`src/rtl/cg_pkg.sv`:
```
package cg_pkg;

  typedef enum logic {
    ST_RUN = 1'b0,
    ST_OFF = 1'b1
  } hys_state_t;

  // Set/reset hysteresis step: the set (shutdown) side dominates.
  function automatic hys_state_t hys_next(input hys_state_t cur,
                                          input logic set_off,
                                          input logic clr_off);
    hys_state_t n;
    if (set_off)      n = ST_OFF;
    else if (clr_off) n = ST_RUN;
    else              n = cur;
    return n;
  endfunction

endpackage

```
`src/rtl/cg_thermal_cell.sv`:
```
module cg_thermal_cell
  import cg_pkg::*;
(
  input  logic clk,
  input  logic rst,
  input  logic trip,
  input  logic clear,
  output logic off_q,
  output logic off_nxt
);

  hys_state_t st_q, st_d;

  always_comb st_d = hys_next(st_q, trip, clear);

  always_ff @(posedge clk) begin
    if (rst) st_q <= ST_RUN;
    else     st_q <= st_d;
  end

  assign off_q   = (st_q == ST_OFF);
  assign off_nxt = (st_d == ST_OFF);

  assert_trip_off_R1: assert property (@(posedge clk) disable iff (rst)
    trip |=> off_q);

  assert_restart_R2: assert property (@(posedge clk) disable iff (rst)
    (!trip && clear) |=> !off_q);

  assert_hold_R2: assert property (@(posedge clk) disable iff (rst)
    (!trip && !clear) |=> (off_q == $past(off_q)));

endmodule

```
`src/rtl/cg_supply_mon.sv`:
```
module cg_supply_mon
  import cg_pkg::*;
(
  input  logic clk,
  input  logic rst,
  input  logic vlow,
  input  logic vok,
  output logic off_q,
  output logic off_nxt
);

  hys_state_t st_q, st_d;

  always_comb st_d = hys_next(st_q, vlow, vok);

  always_ff @(posedge clk) begin
    if (rst) st_q <= ST_OFF;
    else     st_q <= st_d;
  end

  assign off_q   = (st_q == ST_OFF);
  assign off_nxt = (st_d == ST_OFF);

  assert_low_wins_R3: assert property (@(posedge clk) disable iff (rst)
    vlow |=> off_q);

  assert_restart_R3: assert property (@(posedge clk) disable iff (rst)
    (vok && !vlow) |=> !off_q);

endmodule

```
`src/rtl/cg_link_watch.sv`:
```
module cg_link_watch #(
  parameter int N_CH       = 8,
  parameter int FAIL_LIMIT = 4
) (
  input  logic            clk,
  input  logic            rst,
  input  logic            stb,
  input  logic            good,
  input  logic [N_CH-1:0] data,
  output logic [N_CH-1:0] cmd_q,
  output logic [N_CH-1:0] cmd_nxt,
  output logic            link_ok_nxt
);

  localparam int CNT_W = $clog2(FAIL_LIMIT + 1);
  localparam logic [CNT_W-1:0] LIMIT = CNT_W'(FAIL_LIMIT);

  logic [CNT_W-1:0] bad_q, bad_d;

  always_comb begin
    bad_d   = bad_q;
    cmd_nxt = cmd_q;
    if (stb && good) begin
      bad_d   = '0;
      cmd_nxt = data;
    end else if (stb && (bad_q < LIMIT)) begin
      bad_d = bad_q + 1'b1;
    end
  end

  assign link_ok_nxt = (bad_d < LIMIT);

  always_ff @(posedge clk) begin
    if (rst) begin
      bad_q <= '0;
      cmd_q <= '0;
    end else begin
      bad_q <= bad_d;
      cmd_q <= cmd_nxt;
    end
  end

  assert_bad_bound_R6: assert property (@(posedge clk) disable iff (rst)
    bad_q <= LIMIT);

  assert_cmd_kept_R6: assert property (@(posedge clk) disable iff (rst)
    (stb && !good) |=> $stable(cmd_q));

  assert_good_clears_R7: assert property (@(posedge clk) disable iff (rst)
    (stb && good) |=> (bad_q == '0) && (cmd_q == $past(data)));

endmodule

```
`src/rtl/chan_guard.sv`:
```
module chan_guard #(
  parameter int N_CH       = 8,
  parameter int FAIL_LIMIT = 4
) (
  input  logic            clk,
  input  logic            rst,
  input  logic            xfer_stb,
  input  logic            xfer_good,
  input  logic [N_CH-1:0] xfer_data,
  input  logic [N_CH-1:0] temp_trip,
  input  logic [N_CH-1:0] temp_clear,
  input  logic            vsup_low,
  input  logic            vsup_ok,
  input  logic            src_stable,
  output logic [N_CH-1:0] gate_en,
  output logic            diag_n
);

  logic [N_CH-1:0] th_off_q, th_off_nxt;
  logic [N_CH-1:0] cmd_q, cmd_nxt;
  logic            sup_off_q, sup_off_nxt;
  logic            link_ok_nxt;

  for (genvar i = 0; i < N_CH; i++) begin : g_ch
    cg_thermal_cell u_th (
      .clk    (clk),
      .rst    (rst),
      .trip   (temp_trip[i]),
      .clear  (temp_clear[i]),
      .off_q  (th_off_q[i]),
      .off_nxt(th_off_nxt[i])
    );
  end

  cg_supply_mon u_sup (
    .clk    (clk),
    .rst    (rst),
    .vlow   (vsup_low),
    .vok    (vsup_ok),
    .off_q  (sup_off_q),
    .off_nxt(sup_off_nxt)
  );

  cg_link_watch #(.N_CH(N_CH), .FAIL_LIMIT(FAIL_LIMIT)) u_link (
    .clk        (clk),
    .rst        (rst),
    .stb        (xfer_stb),
    .good       (xfer_good),
    .data       (xfer_data),
    .cmd_q      (cmd_q),
    .cmd_nxt    (cmd_nxt),
    .link_ok_nxt(link_ok_nxt)
  );

  logic            allow_all;
  logic [N_CH-1:0] gate_d;

  always_comb begin
    allow_all = !sup_off_nxt && link_ok_nxt && src_stable;
    gate_d    = allow_all ? (cmd_nxt & ~th_off_nxt) : '0;
  end

  always_ff @(posedge clk) begin
    if (rst) begin
      gate_en <= '0;
      diag_n  <= 1'b0;
    end else begin
      gate_en <= gate_d;
      diag_n  <= !((|th_off_nxt) || sup_off_nxt);
    end
  end

  assert_diag_low_R4: assert property (@(posedge clk) disable iff (rst)
    ((|th_off_q) || sup_off_q) |-> !diag_n);

  assert_diag_high_R4: assert property (@(posedge clk) disable iff (rst)
    (!(|th_off_q) && !sup_off_q) |-> diag_n);

  assert_gate_vs_thermal_R9: assert property (@(posedge clk) disable iff (rst)
    (gate_en & th_off_q) == '0);

  assert_gate_vs_cmd_R9: assert property (@(posedge clk) disable iff (rst)
    (gate_en & ~cmd_q) == '0);

  assert_supply_gates_R3: assert property (@(posedge clk) disable iff (rst)
    sup_off_q |-> (gate_en == '0));

  assert_stable_gates_R8: assert property (@(posedge clk) disable iff (rst)
    (gate_en != '0) |-> $past(src_stable));

endmodule

```
`config.mk`:
```
export PLATFORM = sky130hd
export DESIGN_NAME = chan_guard
export DESIGN_NICKNAME = d
export VERILOG_FILES = /design/src/rtl/cg_pkg.sv /design/src/rtl/cg_thermal_cell.sv /design/src/rtl/cg_supply_mon.sv /design/src/rtl/cg_link_watch.sv /design/src/rtl/chan_guard.sv
export SDC_FILE = /design/constraint.sdc
export NUM_CORES = 1
export LEC_CHECK = 0
export BUFFER_PORTS_ARGS = -buffer_cell sky130_fd_sc_hd__buf_2
export CAP_MARGIN = 20
export CORE_MARGIN = 2
export CORE_UTILIZATION = 52
export CTS_BUF_LIST = sky130_fd_sc_hd__clkbuf_8
export DETAILED_ROUTE_END_ITERATION = 16
export HOLD_SLACK_MARGIN = 0.15
export MAX_ROUTING_LAYER = met4
export PLACE_DENSITY_LB_ADDON = 0.2
export SLEW_MARGIN = 40
export SYNTH_ARGS = -nofsm -noshare
export SYNTH_HDL_FRONTEND = slang
export SYNTH_SLANG_ARGS = --single-unit
```
`constraint.sdc`:
```
create_clock -name clk -period 2.1 [get_ports clk]
set_clock_uncertainty 0.1 [all_clocks]
set_input_delay 0 -clock clk [delete_from_list [all_inputs] [get_ports clk]]
set_output_delay 0 -clock clk [all_outputs]
set_load 0.05 [all_outputs]
```
==> results of run 1 <==
==> cell usage after synthesis (2+ instances only) <==
library cell	n	area [um2]
a21oi_1	9	45.0
buf_2	2	10.0
dfxtp_1	29	581
inv_1	11	41.3
mux2i_1	8	80.1
nor2_1	20	75.1
nor3b_1	8	60.1
==> kinds of logic after synthesis <==
group | count (synthesis) | synth area share, %
AOI/OAI and AO/OA | 13 | 8.55
adders and majority gates | 1 | 1.24
buffers and inverters | 13 | 5.08
DFF | 29 | 57.5
muxes | 8 | 7.93
and+or+nand+nor | 36 | 19.7
==> stage by stage <==
step	hold WS (ns)	setup slack, ns	utilization [%]
2_1_floorplan	-0.00782	0.900	-
3_3_place_gp	0.133	0.848	68.8
3_5_place_dp	0.137	0.784	68.8
==> impl_metrics.json, run 1 <==
{
  "outcome": "did not finish",
  "lastStage": "clock tree synthesis",
  "error": "[ERROR DPL-0038] Utilization greater than 100%, impossible to legalize",
  "ys_ff_latch": 29,
  "synth_area_um2": 1010,
  "seq_area_frac_synth_pct": 57.5,
  "clock-sinks": 29,
  "syn-num-nets": 132,
  "yosysUniqueCellTypes": 20,
  "cts_hold_buf": 47,
  "cts_buffer_depth": 2,
  "die_w_um": 48.1,
  "placed_area_um2": 1230,
  "cts_resized": 0,
  "io_pins": 40,
  "cts_made_buffers": 5,
  "dp_cells": 162,
  "rows": 15,
  "hpwl_um": 1410,
  "die_h_um": 48.1,
  "place.gp.congestion": 0.771,
  "port_buffers": 39,
  "synth_cells": 100,
  "postSynthAreaPerCell_um2": 10.1,
  "synth_edf_count": 0,
  "async_flop_share_pct": 0,
  "cts_max_level": 2,
  "yosys_most_used_dff": "dfxtp_1",
  "synth_warnings": 0,
  "cts-root-buf": "clkbuf_8",
  "cts_setup_buffers": 0,
  "initial_utilization_pct": 56.6
}
==> inputs of run 2 (changes only) <==
--- a/config.mk
+++ b/config.mk
@@ -7,13 +7,10 @@
 export LEC_CHECK = 0
 export BUFFER_PORTS_ARGS = -buffer_cell sky130_fd_sc_hd__buf_2
 export CAP_MARGIN = 20
-export CORE_MARGIN = 2
-export CORE_UTILIZATION = 52
-export CTS_BUF_LIST = sky130_fd_sc_hd__clkbuf_8
+export CORE_AREA = 2 2 63 65
 export DETAILED_ROUTE_END_ITERATION = 16
-export HOLD_SLACK_MARGIN = 0.15
-export MAX_ROUTING_LAYER = met4
-export PLACE_DENSITY_LB_ADDON = 0.2
+export DIE_AREA = 0 0 65 67
+export PLACE_DENSITY_LB_ADDON = 0.15
 export SLEW_MARGIN = 40
 export SYNTH_ARGS = -nofsm -noshare
 export SYNTH_HDL_FRONTEND = slang
==> run 2 against run 1 <==
Effect of this change: the run now ends clean; area after synthesis is the same; synthesized cell count is the same.
==> impl_metrics.json, run 2 <==
{
  "outcome": "finished clean",
  "synth_area_um2": 1010,
  "fmax_mhz": 536,
  "worst_pin_slew_ns": 0.400,
  "diodes": 0,
  "fin_nets": 206,
  "drt-total-wl_um": 2390,
  "crit_type": "flip-flop to flip-flop",
  "vdd_drop_max_uv": 470,
  "io_pins": 40,
  "vias": 909,
  "dieArea_um2": 4360,
  "setup_viol": 0,
  "drcViolationCount": 0,
  "final_common_cell": "buf_2",
  "hold_class": "primary input to flip-flop",
  "grt_overflow_total": 0,
  "max_slew_margin_pct": 73.4,
  "final_max_slew_viol_count": 0,
  "drive_gt1_share_pct": 28.6,
  "cts_setup_buffers": 0,
  "finish.utilization_pct": 45.4,
  "initial_utilization_pct": 28.0,
  "yosysUniqueCellTypes": 20,
  "finalHoldViolations": 0,
  "cts_max_level": 2,
  "place.gp.congestion": 0.698,
  "cts_made_buffers": 5,
  "reg2regPathDepth": 6,
  "coreArea_um2": 3610,
  "crit_required_ns": 2.22,
  "drtIter0Drc": 17,
  "cts_buffer_depth": 2,
  "cp-start-kind": "flip-flop",
  "r2r_start": "u_link.bad_q[0]$_SDFFE_PP0N_",
  "clk-insertion-delay-late_ns": 0.27,
  "grtUsageTotal_pct": 12.2,
  "synth_warnings": 0,
  "clock-sinks": 29,
  "final_cell_mix": "buf_2 (39), dlygate4sd3_1 (30), dfxtp_1 (29)",
  "tns_ns": 0,
  "r2r-end": "gate_en[0]$_SDFF_PP0_",
  "grt_pass1_vias": 883,
  "synth_edf_count": 0,
  "synth_cells": 100,
  "min_period_over_period_pct": 88.8,
  "critPathLaunch": "u_link.bad_q[0]$_SDFFE_PP0N_",
  "tritoncts": "yes",
  "synth_largest_area_cell": "dfxtp_1",
  "powerDensity_nw_per_um2": 697,
  "power_leakage_uw": 0.000797,
  "min_from": "temp_clear[7]",
  "ff2ff_setup_slack_ns": 0.23,
  "seq_area_frac_synth_pct": 57.5,
  "synth_top_cell_area_share_pct": 57.5,
  "async_flop_share_pct": 0,
  "maxCapViolations": 0,
  "via_per_inst": 4.08,
  "grt_max_degree": 21,
  "ant_nets": 0,
  "die_w_um": 65,
  "synth_commonest_cells": "dfxtp_1 (29), nor2_1 (20), inv_1 (11)",
  "postSynthAreaPerCell_um2": 10.1,
  "area_delta_synth_final_pct": 62.2,
  "rows": 22,
  "min_period_ns": 1.87,
  "syn-num-nets": 132,
  "cts_resized": 0,
  "ys_top_cells_by_area": "dfxtp_1 (57%), mux2i_1 (7.9%), nor2_1 (7.4%), nor3b_1 (5.9%), a21oi_1 (4.5%)",
  "cp-end-kind": "flip-flop",
  "wl_per_cell_um": 10.7,
  "cts-root-buf": "clkbuf_8",
  "cts_hold_buf": 30,
  "synth_most_common_cell": "dfxtp_1",
  "port_buffers": 39,
  "hpwl_um": 1610,
  "ys_ff_latch": 29,
  "grt_pass1_wl_um": 4000,
  "die_h_um": 67,
  "worst-endpoint-arrival_ns": 1.98,
  "antenna_found_initial": 0,
  "worstPathMaxFanout": 8,
  "yosys_most_used_dff": "dfxtp_1",
  "dr.pass1.iters": 2,
  "rsz0062_at_grt": "false",
  "critical_path.endpoint": "gate_en[0]$_SDFF_PP0_",
  "clk_transition_reported_paths_ns": 0.06
}
==> run 2: logic make-up after synthesis <==
kind of cell,Yosys count,share of synthesized area (%)
fa+ha+maj,1,1.24
mux,8,7.93
simple gates,36,19.7
flops,29,57.5
buf+inv,13,5.08
compound gates,13,8.55
==> run 2: through the flow <==
step                cells  hold WS [ns]  total power [uW]  cell area [um2]  setup WS (ns)
global placement      185         0.138               684             1250          0.836
detailed placement    185         0.141               687             1250          0.796
finish                223       0.00640              1140             1640          0.234
global route          223        0.0354              1200             1640         0.0499
floorplan             100      -0.00782               642             1010          0.900
CTS                   223        0.0120              1160             1640          0.259
==> run 2: how the worst min path moves through the flow <==
stage,end,cells past startpoint
2_1_floorplan,u_sup.off_q$_SDFF_PP1_,2
4_1_cts,gate_en[5]$_SDFF_PP0_,4
3_3_place_gp,u_sup.off_q$_SDFF_PP1_,3
6_report,diag_n$_SDFF_PP0_,5
3_5_place_dp,u_sup.off_q$_SDFF_PP1_,3
5_1_grt,diag_n$_SDFF_PP0_,5
==> run 2: critical path, cell delays in order (launching register included) <==
cell           delay, ns
dfxtp_1             0.32
ha_1                0.19
a21o_1              0.18
nand2_2             0.09
nand3_4             0.12
nor3b_1             0.23
dlygate4sd3_1       0.57
==> run 2: cell type report <==
type / instances / area (um2)
clock inverter: 2 / 10.0
tap: 48 / 60.1
clock buffer: 6 / 72.6
sequential: 29 / 581
inverter: 11 / 41.3
multi-input combinational: 58 / 378
fill: 358 / 1970
timing repair buffer: 69 / 495
==> run 2: layer usage <==
layer | wire [um] | GRT usage [%] | up-vias
met5 | 0 | 0 | -
met4 | 0 | 2.39 | 0
met3 | 154 | 5.24 | 0
met2 | 1180 | 20.6 | 25
met1 | 1050 | 14.5 | 406
li1 | - | - | 478
==> run 2: report_power, final <==
group | switching, uW | leakage [uW] | internal [uW]
sequential | 6.46 | 0.000238 | 571
clock | 193 | 0.0000450 | 229
combinational | 59.3 | 0.000514 | 81.9
total | 259 | 0.000797 | 882
Power figures use the tool's default switching activity.
==> inputs of run 3 (changes only) <==
--- a/config.mk
+++ b/config.mk
@@ -5,11 +5,12 @@
 export SDC_FILE = /design/constraint.sdc
 export NUM_CORES = 1
 export LEC_CHECK = 0
-export BUFFER_PORTS_ARGS = -buffer_cell sky130_fd_sc_hd__buf_2
+export ABC_AREA = 1
 export CAP_MARGIN = 20
 export CORE_AREA = 2 2 63 65
 export DETAILED_ROUTE_END_ITERATION = 16
 export DIE_AREA = 0 0 65 67
+export DONT_BUFFER_PORTS = 1
 export PLACE_DENSITY_LB_ADDON = 0.15
 export SLEW_MARGIN = 40
 export SYNTH_ARGS = -nofsm -noshare
==> run 3 against run 2 <==
Effect of this change: critical path depth decreased by 1; clock power increased by 4%; setup slack improved by 0.042 ns; critical path type is now primary input to flip-flop; largest cell class unchanged; largest power group unchanged.
==> impl_metrics.json, run 3 <==
{
  "met3WireLength_um": 180,
  "ant_nets": 0,
  "diodes": 0,
  "grt_pass1_vias": 1083,
  "synth_edf_count": 0,
  "drt-total-wl_um": 2640,
  "synth_warnings": 0,
  "clk_transition_reported_paths_ns": 0.07,
  "crit_required_ns": 2.16,
  "max_slew_margin_pct": 45.8,
  "cts_buffer_depth": 2,
  "maxUsedRoutingLayer": "met4",
  "cts_hold_buf": 41,
  "min_period_ns": 1.82,
  "final_cell_mix": "dlygate4sd3_1 (41), nand2_1 (33), dfxtp_1 (29)",
  "fin_nets": 223,
  "grt_pass1_wl_um": 4600,
  "setup_viol": 0,
  "maxCapViolations": 0,
  "worst_slack_ns": 0.276,
  "ys_ff_latch": 29,
  "synth_most_common_cell": "nand2_1",
  "clk-insertion-delay-late_ns": 0.27,
  "antenna_found_initial": 0,
  "wl_per_cell_um": 11.0,
  "die_w_um": 65,
  "final_common_cell": "dlygate4sd3_1",
  "synth_cells": 147,
  "grt_overflow_total": 0,
  "powerDensity_nw_per_um2": 703,
  "fmax_mhz": 548,
  "met2_length_um": 1310,
  "n_fill_cell": 371,
  "power_frac_seq_pct": 49.8,
  "drcViolationCount": 0,
  "area_delta_synth_final_pct": 45.1,
  "hpwl_um": 1650,
  "clockPowerShare_pct": 37.4,
  "vdd_drop_max_uv": 295,
  "rsz0062_at_grt": "false",
  "initial_utilization_pct": 31.9,
  "place.gp.congestion": 0.751,
  "synth_area_um2": 1150,
  "syn-num-nets": 179,
  "cp-start-kind": "primary input",
  "synth_largest_area_cell": "dfxtp_1",
  "yosysUniqueCellTypes": 19,
  "via_per_inst": 4.23,
  "yosys_most_used_dff": "dfxtp_1",
  "seq_area_frac_synth_pct": 50.5,
  "coreArea_um2": 3610,
  "p_int_uw": 882,
  "drive_gt1_share_pct": 7.81,
  "cts_made_buffers": 5,
  "synth_top_cell_area_share_pct": 50.5,
  "hold_class": "primary input to flip-flop",
  "grtUsageTotal_pct": 14.3,
  "postSynthAreaPerCell_um2": 7.81,
  "grt_max_degree": 20,
  "tritoncts": "yes",
  "port_buffers": 0,
  "switching_share_pct": 24.8,
  "drtIter0Drc": 72,
  "ys_top_cells_by_area": "dfxtp_1 (51%), nand2_1 (11%), inv_1 (8.5%), nor2_1 (8.2%), a21oi_1 (3.5%)",
  "cts_max_level": 2,
  "crit_type": "primary input to flip-flop",
  "power_switching_uw": 291,
  "power_leakage_uw": 0.000766,
  "die_h_um": 67,
  "p_comb_share_pct": 12.8,
  "worstPathMaxFanout": 2,
  "min_period_over_period_pct": 86.8,
  "cts-root-buf": "clkbuf_8",
  "cp-end-kind": "flip-flop",
  "finalHoldViolations": 0,
  "tns_ns": 0,
  "dieArea_um2": 4360,
  "wl_met1_um": 1110,
  "cts_resized": 0,
  "cts_setup_buffers": 0,
  "outcome": "finished clean",
  "vias": 1016,
  "io_pins": 40,
  "rows": 22,
  "place_ws_ns": 0.942,
  "clock-sinks": 29,
  "dr.pass1.iters": 4,
  "synth_commonest_cells": "nand2_1 (33), dfxtp_1 (29), inv_1 (26)",
  "worst_pin_slew_ns": 0.811,
  "worst-endpoint-arrival_ns": 1.88,
  "async_flop_share_pct": 0,
  "final_max_slew_viol_count": 0
}
-- run 3: cell count changes after synthesis, sizes merged, moves of 3 or more --
cell and change:
nand2 +33, o21ai +3, mux2i -8, o211ai +4
nor2 +7, nand3 +4, inv +15, nor3b -8
-- run 3: cell type report --
cell class / instances / area [um2] / area share, %
Timing Repair Buffer: 41 / 410 / 24.6
Inverter: 26 / 97.6 / 5.86
Clock inverter: 3 / 17.5 / 1.05
Clock buffer: 5 / 68.8 / 4.13
Tap cell: 48 / 60.1 / 3.60
Multi-Input combinational cell: 88 / 432 / 25.9
Sequential cell: 29 / 581 / 34.8
-- run 3: per-layer routing --
metal | global-route usage, % | vias to the layer above
met5 | 0 | -
met4 | 6.38 | 0
met3 | 5.24 | 5
met2 | 25.0 | 26
met1 | 15.4 | 456
li1 | - | 529
-- run 3: worst paths after layout --
kind | from | to | slack, ns | cells after the start
setup / recovery | xfer_data[3] | u_link.cmd_q[3]$_SDFF_PP0_ | 0.28 | 5
hold / removal | vsup_ok | gate_en[1]$_SDFF_PP0_ | 0.01 | 4
setup reg to reg | u_link.bad_q[0]$_SDFFE_PP0N_ | u_link.bad_q[2]$_SDFF_PP0_ | 0.56 | 6
hold reg to reg | u_link.bad_q[1]$_SDFFE_PP0N_ | u_link.bad_q[1]$_SDFFE_PP0N_ | 0.39 | 2
-- run 3: kinds of logic after synthesis --
family	Yosys count	synth area share, %
XOR/XNOR	1	0.763
flip-flops	29	50.5
adder cells (fa/ha/maj)	1	1.09
buffers and inverters	30	11.9
AND/OR/NAND/NOR	70	27.5
AO/OA/AOI/OAI	16	8.28
-- run 3: through the flow --
| step | instances | area [um2] | power [uW] | hold WS [ns] | utilization [%] |
|---|---|---|---|---|---|
| after floorplan | 147 | 1150 | 672 | 0.0167 | - |
| after global placement | 191 | 1170 | 672 | -0.0279 | 32.4 |
| after detailed placement | 191 | 1170 | 675 | -0.0257 | 32.4 |
| after CTS | 240 | 1670 | 1190 | 0.00623 | 46.2 |
| after global routing | 240 | 1670 | 1250 | 0.0484 | 46.2 |
| final | 240 | 1670 | 1170 | 0.0125 | 46.2 |
-- run 3: power groups by stage --
stage	Sequential [uW]	Combinational, uW	Clock (uW)
finish	584	150	438
global route	586	170	491
CTS	584	150	451
detailed placement	597	78.2	0
global placement	596	75.9	0
floorplan	595	77.1	0
-- run 3: worst max-delay path, cell delays in order --
cell	delay (ns)
dlygate4sd3_1	0.54
nand3_1	0.08
dlygate4sd3_1	0.58
a21oi_1	0.08
dlygate4sd3_1	0.60
==> inputs of run 4 (changes only) <==
==> constraint.sdc (replaced) <==
create_clock -name clk -period 2.1 [get_ports clk]
set_clock_uncertainty 0.1 [all_clocks]
set_input_delay 0.42 -clock clk [delete_from_list [all_inputs] [get_ports clk]]
set_output_delay 0.42 -clock clk [all_outputs]
set_load 0.05 [all_outputs]
==> run 4 against run 3 <==
Effect of this change: sequential power about the same; final cell count shrank 18%; critical path type is now flip-flop to output pin; critical path depth shrank 5; largest cell class unchanged; largest power group unchanged; non-clock buffer count down 41; via count shrank 15%; cell area down 25%; hold slack gained 0.088 ns.
==> impl_metrics.json, run 4 (synthesis gave the netlist of run 3 again) <==
{
  "outcome": "finished clean",
  "min_period_ns": 1.42,
  "clockPowerShare_pct": 40.9,
  "crit_type": "flip-flop to output pin",
  "final_cell_mix": "nand2_1 (33), dfxtp_1 (29), inv_1 (26)",
  "drt-total-wl_um": 2310,
  "clock-sinks": 29,
  "power_frac_seq_pct": 52.2,
  "final_max_slew_viol_count": 0,
  "wl_per_cell_um": 11.7,
  "min_from": "rst",
  "initial_utilization_pct": 31.9,
  "grt_max_degree": 20,
  "fmax_mhz": 704,
  "via_per_inst": 4.38,
  "p_int_uw": 862,
  "dr.pass1.iters": 2,
  "cts_resized": 0,
  "grt_pass1_vias": 833,
  "worst_slack_ns": 0.680,
  "area_delta_synth_final_pct": 9.37,
  "worst-endpoint-arrival_ns": 0.90,
  "crit_required_ns": 1.58,
  "hpwl_um": 1720,
  "fin_nets": 182,
  "critPathLaunch": "gate_en[5]$_SDFF_PP0_",
  "grtUsageTotal_pct": 12.3,
  "dp_cells": 191,
  "cp-end-kind": "output pin",
  "switching_share_pct": 23.0,
  "finalHoldViolations": 0,
  "power_leakage_uw": 0.000599,
  "port_buffers": 0,
  "drcViolationCount": 0,
  "hold_class": "primary input to flip-flop",
  "powerDensity_nw_per_um2": 891,
  "cts-root-buf": "clkbuf_8",
  "worst_pin_slew_ns": 0.486,
  "cts_max_level": 2,
  "cts_buffer_depth": 2,
  "place_ws_ns": 0.897,
  "ant_nets": 0,
  "power_switching_uw": 257,
  "cts_made_buffers": 5,
  "place.gp.congestion": 0.760,
  "rows": 22,
  "die_h_um": 67,
  "drtIter0Drc": 22,
  "die_w_um": 65,
  "vias": 867,
  "setup_viol": 0,
  "io_pins": 40,
  "tns_ns": 0,
  "maxCapViolations": 0,
  "grt_pass1_wl_um": 3690,
  "worstPathMaxFanout": 1,
  "antenna_found_initial": 0,
  "cp-start-kind": "flip-flop",
  "clk-insertion-delay-late_ns": 0.28,
  "rsz0062_at_grt": "false",
  "n_fill_cell": 406,
  "final_cell_count_no_fill": 198,
  "dieArea_um2": 4360,
  "clk_transition_reported_paths_ns": 0.06,
  "min_period_over_period_pct": 67.6,
  "coreArea_um2": 3610,
  "max_slew_margin_pct": 67.6,
  "p_comb_share_pct": 6.9,
  "vdd_drop_max_uv": 293,
  "cts_hold_buf": 0,
  "cts_setup_buffers": 0,
  "r2r_start": "u_link.bad_q[0]$_SDFFE_PP0N_",
  "drive_gt1_share_pct": 8.67,
  "tritoncts": "yes",
  "grt_overflow_total": 0,
  "final_common_cell": "nand2_1",
  "diodes": 0
}
run 4: changes by cell type in the layout (fill, tap and decap cells not counted), sizes merged:
cell | previous run | this run
clkbuf | 5 | 7
clkinv | 2 | 0
clkinvlp | 1 | 0
dlygate4sd3 | 41 | 0
run 4: final timing paths:
path              slack, ns                         end  depth (start not counted)
setup / recovery       0.68                  gate_en[5]                          0
hold / removal         0.10  u_link.cmd_q[5]$_SDFF_PP0_                          1
setup reg to reg       0.90       gate_en[6]$_SDFF_PP0_                          6
hold reg to reg        0.36  u_link.cmd_q[5]$_SDFF_PP0_                          2
run 4: routing by layer:
metal	routed length (um)	track usage (%)
met5	0	0
met3	187	4.73
met1	1020	13.4
met2	1050	18.7
met4	51	10.4
run 4: power groups by stage:
stage	combinational (uW)	sequential (uW)	clock [uW]
after CTS	79.4	584	471
final	77.5	584	458
after global routing	90.2	586	507
after detailed placement	79.0	596	0
after floorplan	77.1	595	0
after global placement	75.7	596	0
run 4: final cells by class:
class	count	area [um2]	share of cell area, %
Clock buffer	7	86.3	6.87
Inverter	26	97.6	7.77
Multi-Input combinational cell	88	432	34.4
Sequential cell	29	581	46.2
Tap cell	48	60.1	4.78
run 4: metrics by stage:
step / cell area, um2 / util [%] / total power, uW / hold WS [ns]
CTS: 1260 / 34.8 / 1130 / 0.0974
detailed placement: 1170 / 32.4 / 676 / 0.355
floorplan: 1150 / - / 672 / 0.345
finish: 1260 / 34.8 / 1120 / 0.101
global route: 1260 / 34.8 / 1180 / 0.0895
global placement: 1170 / 32.4 / 671 / 0.350
